File: src/rtl/deskew_trainer.sv
module deskew_trainer #(
  parameter int LANES = 4,
  parameter int WORD = 7,
  parameter int OVS = 3,
  parameter logic [WORD-1:0] TRN_A = 7'b1111100,
  parameter logic [WORD-1:0] TRN_B = 7'b1100000,
  parameter logic [WORD-1:0] NRM_A = 7'b1111000,
  parameter logic [WORD-1:0] NRM_B = 7'b1110000,
  parameter logic [WORD-1:0] EXP_W = 7'b1111000
) (
  input  logic                              clk,
  input  logic                              rst_n,
  input  logic                              deskew_en,
  input  logic [WORD-1:0]                   clk_word,
  input  logic [LANES*OVS*(WORD+2)-1:0]     lane_samp,
  output logic [LANES*($clog2(OVS+1)+1)-1:0] phase_o,
  output logic [LANES*WORD-1:0]             data_o,
  output logic                              trained_o
);
  localparam int NPH = 2*OVS + 1;
  localparam int SPAN = OVS*(WORD+2);
  localparam int PW = $clog2(OVS+1) + 1;

  function automatic logic [WORD-1:0] grab(input logic [SPAN-1:0] v, input int p);
    for (int i = 0; i < WORD; i++) grab[WORD-1-i] = v[OVS + OVS*i + OVS/2 + p];
  endfunction

  logic train_q;
  logic [LANES-1:0] locked;
  wire is_trn = (clk_word == TRN_A) || (clk_word == TRN_B);
  wire is_nrm = (clk_word == NRM_A) || (clk_word == NRM_B);
  wire train_nx = deskew_en && (is_trn || (train_q && !is_nrm));

  always_ff @(posedge clk or negedge rst_n)
    if (!rst_n) train_q <= 1'b0;
    else        train_q <= train_nx;

  assign trained_o = &locked;

  for (genvar g = 0; g < LANES; g++) begin : g_lane
    wire [SPAN-1:0] s = lane_samp[g*SPAN +: SPAN];
    logic [NPH-1:0] hit;
    logic [PW-1:0]  pick, ph;
    logic [WORD-1:0] dq;
    logic lk;

    always_comb begin
      int lo, hi;
      for (int k = 0; k < NPH; k++) hit[k] = (grab(s, k - OVS) == EXP_W);
      lo = -1;
      for (int k = 0; k < NPH; k++) if (hit[k] && lo < 0) lo = k;
      hi = lo;
      for (int k = 0; k < NPH; k++) if (lo >= 0 && k == hi + 1 && hit[k]) hi = k;
      pick = PW'((lo + hi)/2 - OVS);
    end

    always_ff @(posedge clk or negedge rst_n)
      if (!rst_n) begin
        ph <= '0; lk <= 1'b0; dq <= '0;
      end else begin
        if (!deskew_en) begin
          ph <= '0; lk <= 1'b0;
        end else if (train_nx && |hit) begin
          ph <= pick; lk <= 1'b1;
        end else if (train_nx && !train_q) begin
          lk <= 1'b0;
        end
        dq <= train_nx ? '0 : grab(s, deskew_en ? int'($signed(ph)) : 0);
      end

    assign phase_o[g*PW +: PW] = ph;
    assign data_o[g*WORD +: WORD] = dq;
    assign locked[g] = lk;


    phase_range_chk: assert property (@(posedge clk) disable iff (!rst_n)
      ($signed(ph) >= -OVS) && ($signed(ph) <= OVS));

    phase_nominal_chk: assert property (@(posedge clk) disable iff (!rst_n)
      !deskew_en |=> (ph == '0));
  end


  mute_in_train_chk: assert property (@(posedge clk) disable iff (!rst_n)
    train_q |-> (data_o == '0));

  no_train_when_off_chk: assert property (@(posedge clk) disable iff (!rst_n)
    !deskew_en |=> (!train_q && !trained_o));

  trained_rise_chk: assert property (@(posedge clk) disable iff (!rst_n)
    $rose(trained_o) |-> train_q);
endmodule

File: config.mk
export PLATFORM = sky130hd
export DESIGN_NAME = deskew_trainer
export DESIGN_NICKNAME = d
export VERILOG_FILES = /design/src/rtl/deskew_trainer.sv
export SDC_FILE = /design/constraint.sdc
export NUM_CORES = 1
export LEC_CHECK = 0
export BUFFER_PORTS_ARGS = -buffer_cell sky130_fd_sc_hd__buf_4
export CAP_MARGIN = 20
export CORE_AREA = 5 5 171 189
export CTS_BUF_LIST = sky130_fd_sc_hd__clkbuf_8
export DETAILED_ROUTE_END_ITERATION = 10
export DIE_AREA = 0 0 176 194
export HOLD_SLACK_MARGIN = 0.12
export PLACE_DENSITY = 0.52
export REMOVE_ABC_BUFFERS = 1
export SKIP_CTS_REPAIR_TIMING = 1
export SKIP_LAST_GASP = 1
export SLEW_MARGIN = 0
export SYNTH_ARGS = -nofsm -noshare
export SYNTH_HDL_FRONTEND = slang
export SYNTH_SLANG_ARGS = --single-unit
File: constraint.sdc
create_clock -name clk -period 3.1 [get_ports clk]
set_input_delay 0.465 -clock clk [delete_from_list [all_inputs] [get_ports clk]]
set_output_delay 0.465 -clock clk [all_outputs]
set_load 0.03 [all_outputs]
# Word-level counts from Yosys, hierarchy flattened
# Cells that the tools add are included.
[classes]
reduce_logical = 101
muxes = 165
order_cmp = 56
bitwise_logic = 4
addsub = 68
n_eq_ne = 64
[ops]
columns = ["cell", "count"]
rows = [
  ["2-to-1 mux 32 bit", 60],
  ["adder 32 x 2 -> 32 bit, second input constant", 28],
  ["< comparator 32 x 7 -> 1 bit, second input constant", 28],
  ["< comparator 32 x 1 -> 1 bit, second input constant", 24],
  ["adder 6 x 32 -> 32 bit, first input constant", 12],
  ["equality test 4 x 32 -> 1 bit, first input constant", 12],
  ["adder 4 x 32 -> 32 bit, first input constant", 8],
  ["adder 5 x 32 -> 32 bit, first input constant", 8],
  ["equality test 3 x 32 -> 1 bit, first input constant", 8],
  ["equality test 7 bit, second input constant", 32],
  ["binary-select mux 1 bit (select 5 bit)", 28],
  ["adder 32 bit", 4],
  ["equality test 2 x 32 -> 1 bit, first input constant", 4],
  ["greater-or-equal comparator 32 x 1 -> 1 bit, second input constant", 4],
  ["zero test 32 bit", 4],
  ["logical AND 1 bit", 87],
  ["2-to-1 mux 1 bit", 65],
  ["2-to-1 mux 7 bit", 4],
  ["OR reduction 7 bit", 4],
  ["2-to-1 mux 3 bit", 8],
  ["adder 3 x 1 -> 3 bit", 4],
  ["!= test 3 x 1 -> 1 bit, second input constant", 4],
  ["subtractor 3 bit, second input constant", 4],
  ["!= test 2 x 1 -> 1 bit, second input constant", 4],
  ["4 further kinds", 10],
]
[word_totals]
word_cells = 471
ff_bits = 45
output_inout_bits = 41
input_bits = 118

# Depth between registers and ports, before layout
# Gate-level depths: netlist of the first run.
[logic_depth]
ltp_word = 61
ltp_mapped = 26
depth_no_buf = 24

# Worst setup path after synthesis of the first run
# No wires, ideal clock.
[synth_timing]
path_kind = "input port to flip-flop"
from = "input port lane_samp[64]"
to = "register g_lane[2].ph[1]"
setup_slack_ns = -2.282
n_path_buf = 2
required_time_ns = 2.975
setup_time_ns = 0.125
arrival_time_ns = 5.257
path_stages = 22
path_cell_list = "and3b_1 and4b_1 nor2_1 and2_1 clkbuf_1 clkbuf_1 inv_1 ha_1 or4b_2 or3_1 a21boi_2 o21ba_1 o32ai_2 ha_1 a21o_1 a21o_1 fa_1 nand2b_1 ha_1 inv_1 ha_1 mux2_2"
[synth_between]
elab_chain_cells = 61
word_cells_on_any_way = 67
classes_between = "add/sub (10); order compare (7); eq/ne (10); mux (16); bitwise (1); reduce/logical (23)"
[synth_lines]
columns = ["item", "line_no", "text"]
rows = [
  ["from (decl)", "15", "input logic [LANES*OVS*(WORD+2)-1:0] lane_samp,"],
  ["equality test 7 bit", "49", "for (int k = 0; k < NPH; k++) hit[k] = (grab(s, k - OVS) == EXP_W);"],
  ["2-to-1 mux 32 bit", "51", "for (int k = 0; k < NPH; k++) if (hit[k] && lo < 0) lo = k;"],
  ["< comparator 32 x 1 -> 1 bit", "51", ""],
  ["logical AND 1 bit", "51", ""],
  ["2-to-1 mux 32 bit", "51", ""],
  ["< comparator 32 x 1 -> 1 bit", "51", ""],
  ["logical AND 1 bit", "51", ""],
  ["2-to-1 mux 32 bit", "51", ""],
  ["[44 not listed]", "n/a", ""],
  ["logical AND 1 bit (2 in series)", "53", "for (int k = 0; k < NPH; k++) if (lo >= 0 && k == hi + 1 && hit[k]) hi = k;"],
  ["2-to-1 mux 32 bit", "53", ""],
  ["adder 32 bit", "54", "pick = PW'((lo + hi)/2 - OVS);"],
  ["AND 1 bit (no line)", "n/a", ""],
  ["adder 3 x 1 -> 3 bit (no line)", "n/a", ""],
  ["subtractor 3 bit", "54", ""],
  ["2-to-1 mux 3 bit", "63", "end else if (train_nx && |hit) begin"],
  ["2-to-1 mux 3 bit", "61", "if (!deskew_en) begin"],
  ["to (signal assigned)", "59", "ph <= '0; lk <= 1'b0; dq <= '0;"],
  ["to (signal assigned)", "62", "ph <= '0; lk <= 1'b0;"],
  ["to (signal assigned)", "64", "ph <= pick; lk <= 1'b1;"],
  ["to (decl)", "43", "logic [PW-1:0] pick, ph;"],
]
# Parallel ways exist; a longest one is shown, timed or not. The select of a mux whose other input is x is not followed.
# A chain may end at the register's enable or synchronous reset.

# Worst setup path in the final report of the first run
[layout_timing]
from = "input port lane_samp[90]"
to = "register g_lane[3].ph[1]"
[layout_between]
elab_chain_cells = 56
word_cells_on_any_way = 61
classes_between = "add/sub (10); order compare (5); eq/ne (9); mux (14); bitwise (1); reduce/logical (22)"
[layout_lines]
columns = ["item", "line_no"]
rows = [
  ["equality test 7 bit", "49"],
  ["logical AND 1 bit", "51"],
  ["2-to-1 mux 32 bit", "51"],
  ["< comparator 32 x 1 -> 1 bit", "51"],
  ["logical AND 1 bit", "51"],
  ["2-to-1 mux 32 bit", "51"],
  ["< comparator 32 x 1 -> 1 bit", "51"],
  ["logical AND 1 bit", "51"],
  ["[39 not listed]", "n/a"],
  ["logical AND 1 bit (2 in series)", "53"],
  ["2-to-1 mux 32 bit", "53"],
  ["adder 32 bit", "54"],
  ["AND 1 bit (no line)", "n/a"],
  ["adder 3 x 1 -> 3 bit (no line)", "n/a"],
  ["subtractor 3 bit", "54"],
  ["2-to-1 mux 3 bit", "63"],
  ["2-to-1 mux 3 bit", "61"],
  ["to (signal assigned)", "59"],
  ["to (signal assigned)", "62"],
  ["to (signal assigned)", "64"],
  ["to (decl)", "43"],
]
# Parallel ways exist; a longest one is shown, timed or not. The select of a mux whose other input is x is not followed.

==> results of run 1 <==
worst max-delay path: stages:
cell and delay [ps]:
buf_6 80, nand3_4 70, buf_6 120, nor4_4 310, a211oi_2 80, or3_4 440, nor3_4 230, buf_6 180
inv_4 40, ha_4 250, nand4b_1 90, nor3_1 190, buf_4 140, o211ai_1 140, a32oi_1 210, mux2i_1 120
nand2_1 100, o21ai_2 60, ha_1 290, a21o_1 170, a21o_1 160, fa_2 320, nand2b_4 150, ha_4 150
inv_2 50, ha_4 180, mux2_4 250
state kept, by name, summed over array words and instances, names as in the netlist:
name	flops
g_lane.lk	4
train_q	1
g_lane.dq	28
g_lane.ph	12
power groups by stage:
stage | logic (uW) | clock network, uW | registers (uW)
finish | 1050 | 569 | 619
global route | 1160 | 608 | 622
CTS | 931 | 588 | 620
detailed placement | 927 | 0 | 632
global placement | 907 | 0 | 632
floorplan | 391 | 0 | 674
logic make-up after synthesis:
kind of cell,share of synthesized area [%]
simple gates,22.2
mux,24.6
buf+inv,6.61
fa+ha+maj,20.9
compound gates,11.5
flops,12.6
xor+xnor,1.57
layer usage:
layer / track usage (%) / up-vias
li1: - / 4449
met1: 20.7 / 4313
met2: 28.9 / 153
met3: 1.77 / 29
met4: 3.47 / 0
met5: 0 / -
synth_stat cells (all sizes together) (6+ instances only):
| cell type | number | area, um^2 |
|---|---|---|
| a211oi | 32 | 245 |
| clkbuf | 20 | 75.1 |
| nand3 | 16 | 80.1 |
| or3 | 25 | 156 |
| nor3 | 12 | 71.3 |
| xor2 | 8 | 70.1 |
| nor4 | 6 | 43.8 |
| nor3b | 6 | 45.0 |
| nor4b | 18 | 158 |
| and4 | 11 | 96.3 |
| fa | 8 | 160 |
| ha | 136 | 1700 |
| nor2b | 21 | 131 |
| inv | 97 | 364 |
| nand4 | 12 | 75.1 |
| nor2 | 43 | 166 |
| a31oi | 6 | 37.5 |
| mux4 | 39 | 878 |
| nand2 | 78 | 300 |
| buf | 25 | 131 |
| dfrtp | 45 | 1130 |
| and2 | 17 | 106 |
| nand2b | 12 | 75.1 |
| o21ai | 21 | 105 |
| mux2i | 120 | 1200 |
| nand4b | 14 | 129 |
| a311oi | 7 | 61.3 |
| a21o | 10 | 75.1 |
| xnor2 | 8 | 70.1 |
| a21oi | 33 | 165 |
| mux2 | 10 | 116 |
through the flow:
step	util, %	power (uW)	area, um^2	hold slack (ps)
finish	44.1	2240	13300	134
global route	44.1	2390	13300	185
CTS	40.9	2140	12300	154
detailed placement	40.4	1560	12200	498
global placement	40.4	1540	12200	488
floorplan	-	1060	8710	169
final cells by class:
type                       count  share of cell area, %
multi-input combinational    800                   59.6
timing repair buffer         417                   24.4
sequential                    45                   8.46
tap                          379                   3.56
inverter                     102                   3.01
clock buffer                   5                  0.517
clock inverter                 3                  0.489
worst paths after layout:
| kind | to | cells past startpoint | slack, ps | from |
|---|---|---|---|---|
| worst max-delay path | g_lane[3].ph[1] | 27 | -1750 | lane_samp[90] |
| worst min-delay path | g_lane[2].dq[5] | 1 | 130 | rst_n |
| worst max register to register | g_lane[2].dq[3] | 5 | 550 | g_lane[2].ph[0] |
| worst min register to register | g_lane[3].lk | 2 | 520 | g_lane[3].lk |
| max in group asynchronous | g_lane[1].dq[5] | 1 | 2500 | rst_n |
| min in group clk | g_lane[3].lk | 2 | 520 | g_lane[3].lk |
==> impl_metrics.py, run 1 <==
metrics = {
    "clock_network": {
        "cts_made_buffers": 5,
        "worst_setup_hold_path_clk_slew_ps": 110,
        "cts_root_buf": "clkbuf_8",
        "h-tree-depth": 2,
        "cts_buffer_depth": 2,
        "cts_tree": "yes",
        "clk_latency_ps": 330,
        "cts_sinks": 45,
    },
    "route": {
        "vias_per_cell": 5.11,
        "first_iter_violations": 391,
        "ant_nets": 0,
        "routed_wl_um": 28900,
        "wl_per_cell_um": 16.5,
        "met3_length_um": 857,
        "dr_total_vias": 8944,
        "dr.pass1.iters": 5,
        "route.detailed.drc": 0,
        "wl_met1_um": 12700,
        "top_layer_used": "met4",
        "route.met2.wl_um": 14900,
    },
    "status": {
        "violations": "setup timing",
        "status": "finished with violations",
    },
    "synth": {
        "syn_inst": 992,
        "synth_ff_type": "dfrtp_1",
        "ys_seq_area_share_pct": 12.6,
        "synth.distinct_cells": 83,
        "ys_ff_latch": 45,
        "synth_area_mm2": 0.00891,
        "synth.avg_cell_area_um2": 8.99,
        "yosysWarnings": 0,
        "ys_async_sr_fraction_pct": 100,
        "synth_edf_count": 0,
    },
    "sta": {
        "timing.final.ws_setup_ps": -1750,
        "rsz0062_at_grt": "yes",
        "period_share_pct": 156,
        "slew_viol_final": 0,
        "hold_viol_final": 0,
        "setup_viol": 12,
        "tightestPinTransition_ps": 649,
        "fin_crit_ps": 4850,
        "fin_setup_tns_ps": -17850,
        "fin_skew_ps": 15.5,
        "fmax_mhz": 206,
        "slew_headroom_pct": 56.7,
    },
    "worst_setup_path": {
        "crit_path_end_kind": "flip-flop",
        "required_ps": 3320,
        "crit_path_start_kind": "input pin",
        "crit_fanout": 5,
        "path_class": "input pin to flip-flop",
        "worstPathArrival_ps": 5070,
    },
    "finish": {
        "multi_input_area_mm2": 0.00793,
        "num_antenna_cells": 0,
        "mostFrequentLayoutCells": "buf_4, mux2i_1, ha_1",
        "final_common_cell": "buf_4",
        "register_area_mm2": 0.00113,
        "nets": 1633,
        "area_delta_synth_final_pct": 49.4,
        "instances_no_fill": 1751,
        "drive_gt1_share_pct": 44.3,
        "n_fill_cell": 3011,
    },
    "grt": {
        "grt_start_max_net_pins": 46,
        "grt_pass1_vias": 9103,
        "antenna_found_initial": 0,
        "grtUsageTotal_pct": 16.1,
        "grt_overflow": 0,
        "grt_pass1_wl_um": 45900,
    },
    "place": {
        "dp_cells": 1727,
        "io_buffers": 158,
        "dpl_worst_slack_ps": -2360,
        "finalWeightedCongestion": 0.874,
        "hpwl_um": 23800,
    },
    "pwr": {
        "clkPwrFrac_pct": 25.4,
        "p_seq_share_pct": 27.7,
        "p_int_uw": 1500,
        "power_density_mw_per_mm2": 168,
        "power_leakage_uw": 0.00667,
        "p_sw_share_pct": 33.1,
        "switchingPower_uw": 739,
        "vdd_drop_max_mv": 0.160,
        "p_comb_share_pct": 46.9,
    },
    "floorplan": {
        "dieArea_mm2": 0.0341,
        "row_count": 67,
        "core_mm2": 0.0302,
        "fp.dieH_um": 194,
        "start_util_pct": 29.5,
        "dieWidth_um": 176,
        "pin_count": 159,
    },
    "worst_hold_path": {
        "hold_class": "input pin to async pin",
    },
    "job": {
        "drv_cap": 0,
    },
}
Note: power is estimated with default switching activity, not from simulation.
==> run 2, diff against run 1 <==
--- a/config.mk
+++ b/config.mk
@@ -7,12 +7,13 @@
 export LEC_CHECK = 0
 export BUFFER_PORTS_ARGS = -buffer_cell sky130_fd_sc_hd__buf_4
 export CAP_MARGIN = 20
-export CORE_AREA = 5 5 171 189
+export CORE_AREA = 5 5 187 207
 export CTS_BUF_LIST = sky130_fd_sc_hd__clkbuf_8
 export DETAILED_ROUTE_END_ITERATION = 10
-export DIE_AREA = 0 0 176 194
+export DIE_AREA = 0 0 192 212
 export HOLD_SLACK_MARGIN = 0.12
-export PLACE_DENSITY = 0.52
+export MAX_ROUTING_LAYER = met4
+export PLACE_DENSITY = 0.47
 export REMOVE_ABC_BUFFERS = 1
 export SKIP_CTS_REPAIR_TIMING = 1
 export SKIP_LAST_GASP = 1
==> constraint.sdc (replaced) <==
create_clock -name clk -period 4.4 [get_ports clk]
set_input_delay 0.66 -clock clk [delete_from_list [all_inputs] [get_ports clk]]
set_output_delay 0.66 -clock clk [all_outputs]
set_load 0.03 [all_outputs]
==> run 2 against run 1 <==
Effect of this change:
- the run still ends with setup timing left
- final area down 0.47%
- first-iteration DRC count is 5.6% higher
- critical path depth down 7
- clock-buffer cell count grew 1
- clock skew rose by 1.8 ps
- power decreased by 35%
- utilization decreased by 7.9 points
- wire length rose by 3.1%
- register-to-register slack gained 920 ps
- sequential share of layout area hardly changed
- die area up 19%
- critical path type unchanged
- largest cell class unchanged
==> impl_metrics.py, run 2 (same netlist as run 1, synthesis figures left out) <==
metrics = {
    "pwr": {
        "power.total_uw": 1460,
        "power_density_mw_per_mm2": 111,
        "p_seq_share_pct": 29.8,
        "switchingPower_uw": 514,
        "power_leakage_uw": 0.00655,
        "p_comb_share_pct": 50.4,
        "p_sw_share_pct": 35.1,
        "clkPwrFrac_pct": 19.8,
        "vdd_drop_max_mv": 0.0894,
        "p_int_uw": 951,
    },
    "grt": {
        "grtUsageTotal_pct": 14.5,
        "grt_overflow": 0,
        "grt_pass1_wl_um": 47100,
        "grt_start_max_net_pins": 46,
        "grt_pass1_vias": 9286,
        "antenna_found_initial": 0,
    },
    "finish": {
        "final_common_cell": "buf_4",
        "top_register": "g_lane.dq",
        "mostFrequentLayoutCells": "buf_4, mux2i_1, ha_1",
        "n_fill_cell": 3780,
        "design_area_mm2": 0.0133,
        "largest_reg_flops": 28,
        "drive_gt1_share_pct": 43.7,
        "nets": 1615,
        "instances_no_fill": 1847,
        "reg_top3": "g_lane.dq (28), g_lane.ph (12), g_lane.lk (4)",
        "num_antenna_cells": 0,
        "area_delta_synth_final_pct": 48.7,
        "post-route-util_pct": 36.2,
    },
    "sta": {
        "rsz0062_at_grt": "yes",
        "setup_viol": 12,
        "fmax_mhz": 200,
        "slew_viol_final": 0,
        "fin_skew_ps": 17.3,
        "slew_headroom_pct": 56.1,
        "timing.final.ws_setup_ps": -595,
        "fin_crit_ps": 4990,
        "period_share_pct": 114,
        "tightestPinTransition_ps": 653,
        "hold_viol_final": 0,
    },
    "status": {
        "violations": "setup timing",
        "status": "finished with violations",
    },
    "clock_network": {
        "cts_made_buffers": 5,
        "cts_sinks": 45,
        "cts_tree": "yes",
        "cts_root_buf": "clkbuf_8",
        "worst_setup_hold_path_clk_slew_ps": 100,
        "cts_buffer_depth": 2,
        "h-tree-depth": 2,
        "clk_latency_ps": 330,
    },
    "worst_setup_path": {
        "crit_path_start_kind": "input pin",
        "r2r_slack_ps": 1470,
        "r2r_end": "g_lane[3].dq[3]",
        "crit_fanout": 4,
        "crit_path_end_kind": "flip-flop",
        "reg2reg_from": "g_lane[3].ph[1]",
        "reg2reg_depth": 7,
        "required_ps": 4610,
        "path_class": "input pin to flip-flop",
        "worstPathArrival_ps": 5200,
    },
    "floorplan": {
        "start_util_pct": 24.4,
        "fp.dieH_um": 212,
        "core_mm2": 0.0366,
        "row_count": 74,
        "dieArea_mm2": 0.0407,
        "dieWidth_um": 192,
        "pin_count": 159,
    },
    "route": {
        "wl_per_cell_um": 16.2,
        "ant_nets": 0,
        "routed_wl_um": 29800,
        "dr_total_vias": 8919,
        "dr.pass1.iters": 7,
        "vias_per_cell": 4.83,
        "first_iter_violations": 413,
        "route.detailed.drc": 0,
    },
    "place": {
        "dp_cells": 1821,
        "dpl_worst_slack_ps": -1370,
        "finalWeightedCongestion": 0.864,
        "dpl_cell_area_mm2": 0.0122,
        "io_buffers": 158,
        "hpwl_um": 24600,
    },
    "worst_hold_path": {
        "hold_class": "input pin to async pin",
    },
    "job": {
        "drv_cap": 0,
    },
}
## run 2: changes by cell type in the layout (fill, tap and decap cells not counted), moves of 3 or more
cell    previous run  this run
buf_4            392       380
nor2_1            36        39
nor2_2             6         3
buf_8              4         0
## run 2: worst max-delay path: stages
cell and delay [ps]:
buf_4 100, nand3_2 100, or4_4 490, o211a_4 170, and2_4 180, ha_4 250, or4b_4 440, or3_4 420
a21boi_4 160, o21ba_4 250, o32ai_4 270, ha_1 270, a21o_1 160, a21o_1 170, fa_2 340, nand2b_4 150
ha_4 160, inv_4 50, ha_4 180, mux2_2 250
## run 2: area by class of cell
type | count | area (um^2) | area share [%]
multi-input cells | 800 | 7950 | 60.0
repair buffers | 399 | 3080 | 23.2
flip-flops and latches | 45 | 1130 | 8.50
well taps | 494 | 618 | 4.66
inverters | 102 | 400 | 3.02
clock buffers | 6 | 82.6 | 0.623
clock inverters | 1 | 3.75 | 0.0283
## run 2: routing by layer
layer	GRT usage, %	part of all wire (%)	vias to the layer above
met5	-	0	-
met1	17.7	43	4339
met3	1.13	2.8	31
li1	-	-	4400
met4	2.88	1.7	0
met2	26.3	52	149
## run 2: worst max-delay path by stage
stage                      end  slack (ps)          start  cells after the start
3_5_place_dp   g_lane[3].ph[1]       -1370  lane_samp[89]                     26
2_1_floorplan  g_lane[1].ph[1]       -1470  lane_samp[38]                     21
5_1_grt        g_lane[0].ph[1]        -770   lane_samp[8]                     25
6_report       g_lane[2].ph[1]        -590  lane_samp[66]                     20
3_3_place_gp   g_lane[3].ph[1]       -1240  lane_samp[89]                     26
4_1_cts        g_lane[3].ph[1]       -1020  lane_samp[89]                     26
## run 2: power by group through the flow
| stage | Sequential, uW | Combinational (uW) | Clock (uW) |
|---|---|---|---|
| global route | 439 | 820 | 316 |
| global placement | 446 | 643 | 0 |
| finish | 437 | 738 | 289 |
| floorplan | 475 | 275 | 0 |
| CTS | 438 | 659 | 308 |
| detailed placement | 446 | 657 | 0 |
## run 2: per-stage QoR
stage	hold WS [ps]	TNS, ps
floorplan	364	-13620
global placement	487	-12470
detailed placement	497	-13250
CTS	385	-9190
global route	419	-6780
finish	358	-4650
